File: src/rtl/pfifo_pkg.sv
package pfifo_pkg;

    localparam int BYTE_W = 8;

    localparam logic [2:0] MODE_STDFIFO = 3'b010;
    localparam logic [2:0] MODE_ECP     = 3'b011;
    localparam logic [2:0] MODE_TEST    = 3'b110;

    typedef logic [BYTE_W-1:0] byte_t;

    typedef enum logic [1:0] {
        SRC_NONE   = 2'd0,
        SRC_HOST   = 2'd1,
        SRC_PERIPH = 2'd2
    } src_e;

    // Decoded configuration: who may enqueue, who may dequeue, how the
    // service threshold is judged, and whether display is enabled.
    typedef struct packed {
        logic active;
        src_e push_src;
        src_e pop_src;
        logic drain_dir;
        logic test;
    } route_t;

    // One cycle's worth of queue operations after routing.
    typedef struct packed {
        logic  push;
        logic  pop;
        logic  host_pop;
        byte_t data;
    } op_t;

    function automatic route_t route_of(input logic [2:0] mode, input logic dir);
        route_t r;
        r.active    = 1'b0;
        r.push_src  = SRC_NONE;
        r.pop_src   = SRC_NONE;
        r.drain_dir = 1'b1;
        r.test      = 1'b0;
        case (mode)
            MODE_STDFIFO: begin
                r.active   = 1'b1;
                r.push_src = SRC_HOST;
                r.pop_src  = SRC_PERIPH;
            end
            MODE_ECP: begin
                r.active    = 1'b1;
                r.drain_dir = ~dir;
                if (dir) begin
                    r.push_src = SRC_PERIPH;
                    r.pop_src  = SRC_HOST;
                end else begin
                    r.push_src = SRC_HOST;
                    r.pop_src  = SRC_PERIPH;
                end
            end
            MODE_TEST: begin
                r.active    = 1'b1;
                r.push_src  = SRC_HOST;
                r.pop_src   = SRC_HOST;
                r.drain_dir = ~dir;
                r.test      = 1'b1;
            end
            default: ;
        endcase
        return r;
    endfunction

endpackage

File: src/rtl/pfifo_route.sv
module pfifo_route
    import pfifo_pkg::*;
(
    input  logic [2:0] mode,
    input  logic       dir,
    input  logic       flush,
    input  logic       host_wr,
    input  byte_t      host_wdata,
    input  logic       host_rd,
    input  logic       per_push,
    input  byte_t      per_wdata,
    input  logic       per_pop,
    output route_t     rt,
    output op_t        op
);

    always_comb begin
        rt = route_of(mode, dir);
        op.push = ~flush &
                  (((rt.push_src == SRC_HOST)   & host_wr) |
                   ((rt.push_src == SRC_PERIPH) & per_push));
        op.data = (rt.push_src == SRC_PERIPH) ? per_wdata : host_wdata;
        op.pop  = ~flush &
                  (((rt.pop_src == SRC_HOST)   & host_rd) |
                   ((rt.pop_src == SRC_PERIPH) & per_pop));
        op.host_pop = op.pop & (rt.pop_src == SRC_HOST);
    end

endmodule

File: src/rtl/pfifo_store.sv
module pfifo_store
    import pfifo_pkg::*;
#(
    parameter int DEPTH = 16,
    localparam int AW = (DEPTH > 1) ? $clog2(DEPTH) : 1,
    localparam int CW = $clog2(DEPTH + 1)
) (
    input  logic          clk,
    input  logic          rst,
    input  logic          flush,
    input  op_t           op,
    output byte_t         head,
    output logic [CW-1:0] count,
    output logic          pop_done
);

    localparam logic [CW-1:0] FULL_CNT = CW'(DEPTH);
    localparam logic [AW-1:0] LAST_IDX = AW'(DEPTH - 1);

    byte_t          mem [DEPTH];
    logic [AW-1:0]  wptr;
    logic [AW-1:0]  rptr;
    logic           can_push;
    logic           can_pop;

    function automatic logic [AW-1:0] bump(input logic [AW-1:0] p);
        return (p == LAST_IDX) ? '0 : p + 1'b1;
    endfunction

    assign can_push = op.push & (count != FULL_CNT);
    assign can_pop  = op.pop  & (count != '0);
    assign pop_done = can_pop;
    assign head     = mem[rptr];

    always_ff @(posedge clk) begin
        if (rst || flush) begin
            wptr  <= '0;
            rptr  <= '0;
            count <= '0;
        end else begin
            if (can_push) wptr <= bump(wptr);
            if (can_pop)  rptr <= bump(rptr);
            case ({can_push, can_pop})
                2'b10:   count <= count + 1'b1;
                2'b01:   count <= count - 1'b1;
                default: ;
            endcase
        end
    end

    always_ff @(posedge clk) begin
        if (can_push) mem[wptr] <= op.data;
    end

    AST_NO_OVERFLOW: assert property (@(posedge clk) disable iff (rst)
        count <= FULL_CNT);

    AST_FULL_DROP: assert property (@(posedge clk) disable iff (rst)
        (!flush && op.push && !op.pop && count == FULL_CNT)
        |=> (count == FULL_CNT && $stable(wptr)));

    AST_EMPTY_HOLD: assert property (@(posedge clk) disable iff (rst)
        (!flush && op.pop && !op.push && count == '0)
        |=> (count == '0 && $stable(rptr)));

    AST_BOTH_KEEP: assert property (@(posedge clk) disable iff (rst)
        (!flush && op.push && op.pop && count != '0 && count != FULL_CNT)
        |=> $stable(count));

endmodule

File: src/rtl/pfifo_flags.sv
module pfifo_flags
    import pfifo_pkg::*;
#(
    parameter int DEPTH = 16,
    localparam int CW = $clog2(DEPTH + 1)
) (
    input  logic          clk,
    input  logic          rst,
    input  route_t        rt,
    input  logic [CW-1:0] count,
    input  logic [CW-1:0] wr_thresh,
    input  logic [CW-1:0] rd_thresh,
    output logic          full,
    output logic          empty,
    output logic          service
);

    localparam logic [CW-1:0] FULL_CNT = CW'(DEPTH);

    logic [CW-1:0] free_slots;

    always_comb begin
        free_slots = FULL_CNT - count;
        full       = (count == FULL_CNT);
        empty      = (count == '0);
        if (!rt.active)
            service = 1'b0;
        else if (rt.drain_dir)
            service = (free_slots >= wr_thresh);
        else
            service = (count >= rd_thresh);
    end

    AST_FLAG_EXCL: assert property (@(posedge clk) disable iff (rst)
        !(full && empty));

    AST_SVC_EMPTY: assert property (@(posedge clk) disable iff (rst)
        (rt.active && rt.drain_dir && empty && wr_thresh <= FULL_CNT) |-> service);

    AST_SVC_FULL: assert property (@(posedge clk) disable iff (rst)
        (rt.active && !rt.drain_dir && full && rd_thresh <= FULL_CNT) |-> service);

endmodule

File: src/rtl/pfifo_mode_top.sv
module pfifo_mode_top
    import pfifo_pkg::*;
#(
    parameter int DEPTH = 16,
    localparam int CW = $clog2(DEPTH + 1)
) (
    input  logic          clk,
    input  logic          rst,
    input  logic [2:0]    mode,
    input  logic          dir,
    input  logic          host_wr,
    input  logic [7:0]    host_wdata,
    input  logic          host_rd,
    output logic [7:0]    host_rdata,
    input  logic          per_push,
    input  logic [7:0]    per_wdata,
    input  logic          per_pop,
    output logic [7:0]    per_rdata,
    input  logic [CW-1:0] wr_thresh,
    input  logic [CW-1:0] rd_thresh,
    output logic          full,
    output logic          empty,
    output logic          service,
    output logic [7:0]    disp_data
);

    logic [3:0]    cfg_q;
    logic          flush;
    route_t        rt;
    op_t           op;
    byte_t         head;
    logic [CW-1:0] count;
    logic          pop_done;
    byte_t         last_rd;

    assign flush = ~rst & (cfg_q != {mode, dir});

    always_ff @(posedge clk) begin
        cfg_q <= {mode, dir};
    end

    pfifo_route u_route (
        .mode       (mode),
        .dir        (dir),
        .flush      (flush),
        .host_wr    (host_wr),
        .host_wdata (host_wdata),
        .host_rd    (host_rd),
        .per_push   (per_push),
        .per_wdata  (per_wdata),
        .per_pop    (per_pop),
        .rt         (rt),
        .op         (op)
    );

    pfifo_store #(.DEPTH(DEPTH)) u_store (
        .clk      (clk),
        .rst      (rst),
        .flush    (flush),
        .op       (op),
        .head     (head),
        .count    (count),
        .pop_done (pop_done)
    );

    pfifo_flags #(.DEPTH(DEPTH)) u_flags (
        .clk       (clk),
        .rst       (rst),
        .rt        (rt),
        .count     (count),
        .wr_thresh (wr_thresh),
        .rd_thresh (rd_thresh),
        .full      (full),
        .empty     (empty),
        .service   (service)
    );

    always_ff @(posedge clk) begin
        if (rst || flush)
            last_rd <= '0;
        else if (pop_done && op.host_pop)
            last_rd <= head;
    end

    assign host_rdata = last_rd;
    assign per_rdata  = head;
    assign disp_data  = (rt.test && !empty) ? head : '0;

    AST_FLUSH_CLEAR: assert property (@(posedge clk) disable iff (rst)
        flush |=> (empty && host_rdata == 8'h00));

    AST_REREAD_HOLD: assert property (@(posedge clk) disable iff (rst)
        (op.host_pop && empty) |=> $stable(host_rdata));

    AST_STD_HOSTRD_IGN: assert property (@(posedge clk) disable iff (rst)
        (mode == MODE_STDFIFO && !flush && host_rd) |=> $stable(host_rdata));

    AST_DISP_HEAD: assert property (@(posedge clk) disable iff (rst)
        (mode == MODE_TEST && !empty) |-> (disp_data == per_rdata));

    AST_IDLE_QUIET: assert property (@(posedge clk) disable iff (rst)
        (!rt.active && !flush) |=> ($stable(empty) && $stable(host_rdata)));

endmodule

File: config.mk
export PLATFORM = sky130hd
export DESIGN_NAME = pfifo_mode_top
export DESIGN_NICKNAME = d
export VERILOG_FILES = /design/src/rtl/pfifo_pkg.sv /design/src/rtl/pfifo_route.sv /design/src/rtl/pfifo_store.sv /design/src/rtl/pfifo_flags.sv /design/src/rtl/pfifo_mode_top.sv
export SDC_FILE = /design/constraint.sdc
export NUM_CORES = 1
export LEC_CHECK = 0
export BUFFER_PORTS_ARGS = -buffer_cell sky130_fd_sc_hd__buf_2
export CAP_MARGIN = 10
export CORE_ASPECT_RATIO = 1.75
export CORE_MARGIN = 5
export CORE_UTILIZATION = 29
export CTS_CLUSTER_SIZE = 20
export DETAILED_ROUTE_END_ITERATION = 10
export PLACE_DENSITY = 0.47
export SYNTH_ARGS = -nofsm -noshare
export SYNTH_HDL_FRONTEND = slang
export SYNTH_SLANG_ARGS = --single-unit
File: constraint.sdc
create_clock -name clk -period 4 [get_ports clk]
set_clock_uncertainty 0.15 [all_clocks]
set_input_delay 0.6 -clock clk [delete_from_list [all_inputs] [get_ports clk]]
set_output_delay 0.6 -clock clk [all_outputs]
set_load 0.1 [all_outputs]
After elaboration in Yosys (flattened, before gate mapping)
Memories as Yosys holds them, arrays and structs flattened. A register that Yosys moved wholly into a read port is not among the register bits.
Cells that the tools add are included.
{ "classes": {"muxes": 15, "n_reduce_logical": 8, "addsub": 5, "n_eq_ne": 14, "order_cmp": 2, "bitwise_logic": 15} }
{ "op_table": {"columns": ["operator", "count"], "rows": [
  ["two-way mux 4 bit", 5],
  ["two-way mux 8 bit", 2],
  ["one-hot mux 5 bit (3 select lines)", 1],
  ["AND 1 bit", 10],
  ["greater-or-equal comparator 5 bit", 2],
  ["one-hot mux 5 bit (2 select lines)", 1],
  ["adder 4 x 1 -> 4 bit, second input constant", 2],
  ["equality test 4 bit, second input constant", 2],
  ["equality test 2 x 1 -> 1 bit, second input constant", 3],
  ["equality test 2 bit, second input constant", 3],
  ["equality test 3 x 2 -> 1 bit, second input constant", 2],
  ["two-way mux 1 bit", 6],
  ["adder 5 x 1 -> 5 bit, second input constant", 1],
  ["equality test 5 bit, second input constant", 1],
  ["logical NOT 5 bit", 1],
  ["!= test 5 bit, second input constant", 1],
  ["nonzero test 5 bit", 1],
  ["subtractor 5 x 1 -> 5 bit, second input constant", 1],
  ["subtractor 5 bit, first input constant", 1],
  ["!= test 4 bit", 1],
  ["equality test 3 bit, second input constant", 1],
  ["NOT 1 bit", 3],
  ["logical AND 1 bit", 2],
  ["OR 1 bit", 2],
  ["4 further kinds", 4]
]} }
{ "word_totals": {"ramBits": 128, "register_bits": 25, "memories": 1, "elab_cells": 65, "out_inout_bits": 27} }
{ "mem_list": {"columns": ["memory", "words", "width", "rd", "rd_ports_with_merged_regs", "write_ports", "line", "source"], "rows": [
  ["u_store.mem", 16, 8, 1, 1, 1, "pfifo_store.sv:20", "byte_t mem [DEPTH];"]
]} }

Logic depth before layout (Yosys ltp)
{ "logic_depth": {"word_depth": 9, "mapped_depth": 17, "mapped_depth_nobuf": 15} }

By module
A second synthesis with hierarchy kept.
{ "hier_totals": {"cells_unflattened": 461, "hier_area_um2": 7046.8} }
{ "by_module_without_submodules": {"columns": ["module", "cells_each", "area_per_inst_um2", "seq_area_each_um2", "n_inst"], "rows": [
  ["pfifo_store", 329, 5975.7, 4184.0, 1],
  ["pfifo_mode_top", 45, 480.5, 240.2, 1],
  ["pfifo_flags", 44, 331.6, 0.0, 1],
  ["pfifo_route", 43, 259.0, 0.0, 1]
]} }

Worst setup path after synthesis
OpenSTA, ideal clock, no wires.
{ "synth_path": {"path_kind": "register to output", "from": "register u_store.count[1]", "to": "output port service", "path_buffers": 1, "t_arrival_ns": 3.877, "slack_ns": -0.627, "path_stages_with_launch": 10, "cell_sequence": "dfxtp_1 > clkbuf_1 > inv_1 > ha_1 > nor3b_1 > ha_1 > inv_1 > ha_1 > o211ai_1 > a221oi_1"} }
{ "synth_between": {"elab_chain_len": 4} }
{ "synth_rtl": {"columns": ["element", "line", "source"], "rows": [
  ["start, declared", "pfifo_store.sv:13", "output logic [CW-1:0] count,"],
  ["start signal, assigned", "pfifo_store.sv:44", "2'b10: count <= count + 1'b1;"],
  ["start signal, assigned", "pfifo_store.sv:45", "2'b01: count <= count - 1'b1;"],
  ["subtractor 5 bit", "pfifo_flags.sv:23", "free_slots = FULL_CNT - count;"],
  ["greater-or-equal comparator 5 bit", "pfifo_flags.sv:29", "service = (free_slots >= wr_thresh);"],
  ["two-way mux 1 bit (*)", "pfifo_flags.sv:28", "else if (rt.drain_dir)"],
  ["two-way mux 1 bit (*)", "pfifo_flags.sv:26", "if (!rt.active)"],
  ["end, declared", "pfifo_mode_top.sv:23", "output logic service,"]
]} }
Every way passes the cells marked *; elsewhere a longest branch is shown, timed or not.

Worst setup path after layout
{ "layout_path": {"from": "register u_store.count[1]", "to": "output port disp_data[1]"} }
{ "layout_between": {"elab_chain_len": 4} }
{ "layout_rtl": {"columns": ["element", "line", "source"], "rows": [
  ["logical NOT 5 bit", "pfifo_flags.sv:25", "empty = (count == '0);"],
  ["logical NOT 1 bit", "pfifo_mode_top.sv:87", "assign disp_data = (rt.test && !empty) ? head : '0;"],
  ["logical AND 1 bit", "pfifo_mode_top.sv:87", null],
  ["two-way mux 8 bit", "pfifo_mode_top.sv:87", null],
  ["end, declared", "pfifo_mode_top.sv:24", "output logic [7:0] disp_data"]
]} }
No other way between the ends.

==> results.txt <==
# rows - 74
R2R setup slack - 0.37 ns
clk buf depth - 2
core area - 0.0234 mm2
hold_buf cts - 0
CTS tree - yes
Req. time, crit path - 3.25 ns
status - complete, no violations
first-pass GRT wire length - 24.1 mm
maximum vdd drop - 0.293 mV
Worst-Skew Late Latency - 0.42 ns
DP HPWL - 11.5 mm
CP cell instances - inv_1 > ha_1 > nor3b_1 > ha_1 > nor2b_1 > nand3b_1 > nor2_1 > buf_2
area growth from synthesis to layout - 19.4%
post-CTS sizing - 0
Final #Nets - 566
antenna violations before repair - 0
iteration-0 DRC count of the detailed router - 181
synthesized flop and latch total - 157
Post-synth ARST share - 0%
largest net degree at the start of global routing - 33
worst-margin pin slew - 0.766 ns
H-Tree Depth - 4
Filler cells - 2,215
grt total ovfl - 0
cts bufs inserted - 17
most frequent cells in the layout - 128 x edfxtp_1, 62 x buf_2, 36 x nor2_1, 32 x mux4_2, 29 x inv_1
share of cells above drive strength 1 - 34.2%
WP data arrival - 2.88 ns
Top delay family on crit path - simple AND/OR/NAND/NOR gates
Ys Warns - 0
DR vias/cell - 4.60
Final Cycle Share - 90.8%
Die Y - 214 um
vias in the first global route - 4,164
worst rel slew slack - 48.8%
RSZ-0062 raised after global routing - no
Port Buffers - 62
Synthesized Nets - 486
Final Hold Vio Count - 0
root buffer cell - clkbuf_16
WS Path Type - reg2out
# DRC - 0
drt wl/cell - 19.3 um
startpoint types - flip-flop
commonest non-fill, non-tap cell in the layout - edfxtp_1
Mapped Area - 0.00690 mm2
Final ANT Viol Nets - 0
Die X - 127 um
Power Density - 427 mW/mm2
Post-synth EDFFs - 128
Post-CTS Setup Inserts - 0
TritonCTS Sinks - 157
Die ar. - 0.0271 mm2
Starting Density - 29.5%
Cell variety after synth - 53
# IOs - 63
Max Transition Viols Final - 0
Vias - 3,791
CP bufs+invs - 2
final hold slack - 0.240 ns
crit-path max cell delay - 0.51 ns
final setup fails - 0
Most common cell on crit path - ha_1
Crit. End Element - primary output
Syn Area/Cell - 16.1 um2
total track usage - 12.0%
Hold Crit Class - in2reg
Tmin final - 3.63 ns
ANT cells - 0
LEAKAGE - 2.96 nW
Critical Path Fanout Max - 10
max cap viols - 0
top_reg_cell synth - edfxtp_1
Post-Syn Instances - 428
Clock transition at path regs - 0.06 ns
router iterations before antenna repair - 4
f_max - 275 MHz
sequential share of the synthesized area - 64.1%
gpl congestion - 0.775
routed wire length - 15.9 mm
Crit-path slowest cell - dfxtp_1
setup TNS - 0 ns
==> state kept, by name (all words and copies together), names as in the netlist, named ones only <==
name           count
u_store.wptr       4
host_rdata         8
u_store.count      5
u_store.mem      128
cfg_q              4
u_store.rptr       4
==> per-stage QoR <==
step	std cells	total power, mW	worst slack, ns	util, %	area (um2)
floorplan	428	1.90	-0.154	-	6910
global placement	793	1.94	0.527	32.6	7640
detailed placement	793	1.95	0.384	32.6	7640
CTS	825	3.55	0.329	35.2	8240
global route	825	3.62	0.0946	35.2	8240
finish	825	3.51	0.369	35.2	8240
==> layout make-up <==
class,count,area (um2),share of cell area [%]
flip-flops and latches,157,4430,53.7
well taps,304,380,4.62
multi-input cells,219,2230,27.1
clock buffers,26,564,6.85
repair buffers,84,488,5.92
inverters,29,109,1.32
clock inverters,6,37.5,0.456
==> synthesized netlist by cell type, types with 3 or more instances <==
cell type / n / share of area [%]
nor2_1: 36 / 2.0
o21ai_0: 6 / 0.44
xnor2_1: 3 / 0.38
clkbuf_1: 7 / 0.38
a221oi_2: 8 / 1.7
buf_6: 5 / 0.82
nor2b_1: 8 / 0.73
o2bb2ai_2: 7 / 1.5
nand2b_1: 9 / 0.82
buf_1: 3 / 0.16
nand2_1: 10 / 0.54
nor3_1: 6 / 0.44
buf_2: 6 / 0.44
mux4_2: 32 / 10
a22o_1: 8 / 1.0
inv_1: 29 / 1.6
edfxtp_1: 128 / 56
ha_1: 22 / 4.0
xor2_1: 5 / 0.63
mux2_2: 9 / 1.5
o211ai_1: 3 / 0.33
dfxtp_1: 29 / 8.4
mux2i_1: 6 / 0.87
a21oi_1: 9 / 0.65
==> cells by family after synthesis <==
kind of cell | count (synthesis) | synth area share, %
multiplexers | 48 | 13.0
adder cells (fa/ha/maj) | 22 | 3.99
AND/OR/NAND/NOR | 81 | 5.97
flip-flops | 157 | 64.1
XOR/XNOR | 9 | 1.25
AO/OA/AOI/OAI | 59 | 8.07
buffers and inverters | 52 | 3.59
==> final timing paths <==
kind	start	end	cells past startpoint
setup / recovery	u_store.count[1]	disp_data[1]	8
hold / removal	mode[1]	cfg_q[2]	1
setup reg to reg	u_store.count[1]	u_store.count[4]	15
hold reg to reg	host_rdata[7]	host_rdata[7]	1
==> routing by layer <==
layer / global-route usage [%] / vias to the layer above / part of all wire (%) / routed length (um)
met5: 0 / - / 0 / 0
met4: 4.37 / 0 / 2.1 / 338
met3: 2.42 / 17 / 2.9 / 464
met2: 24.2 / 87 / 59 / 9380
met1: 11.5 / 1881 / 36 / 5700
li1: - / 1806 / - / -
==> power by group <==
part / internal (mW) / switching [mW] / total [mW]
Combinational: 0.0415 / 0.0919 / 0.133
Sequential: 1.77 / 0.00193 / 1.78
Clock: 0.978 / 0.625 / 1.60
Total: 2.79 / 0.719 / 3.51
Note: power is estimated with default switching activity, not from simulation.
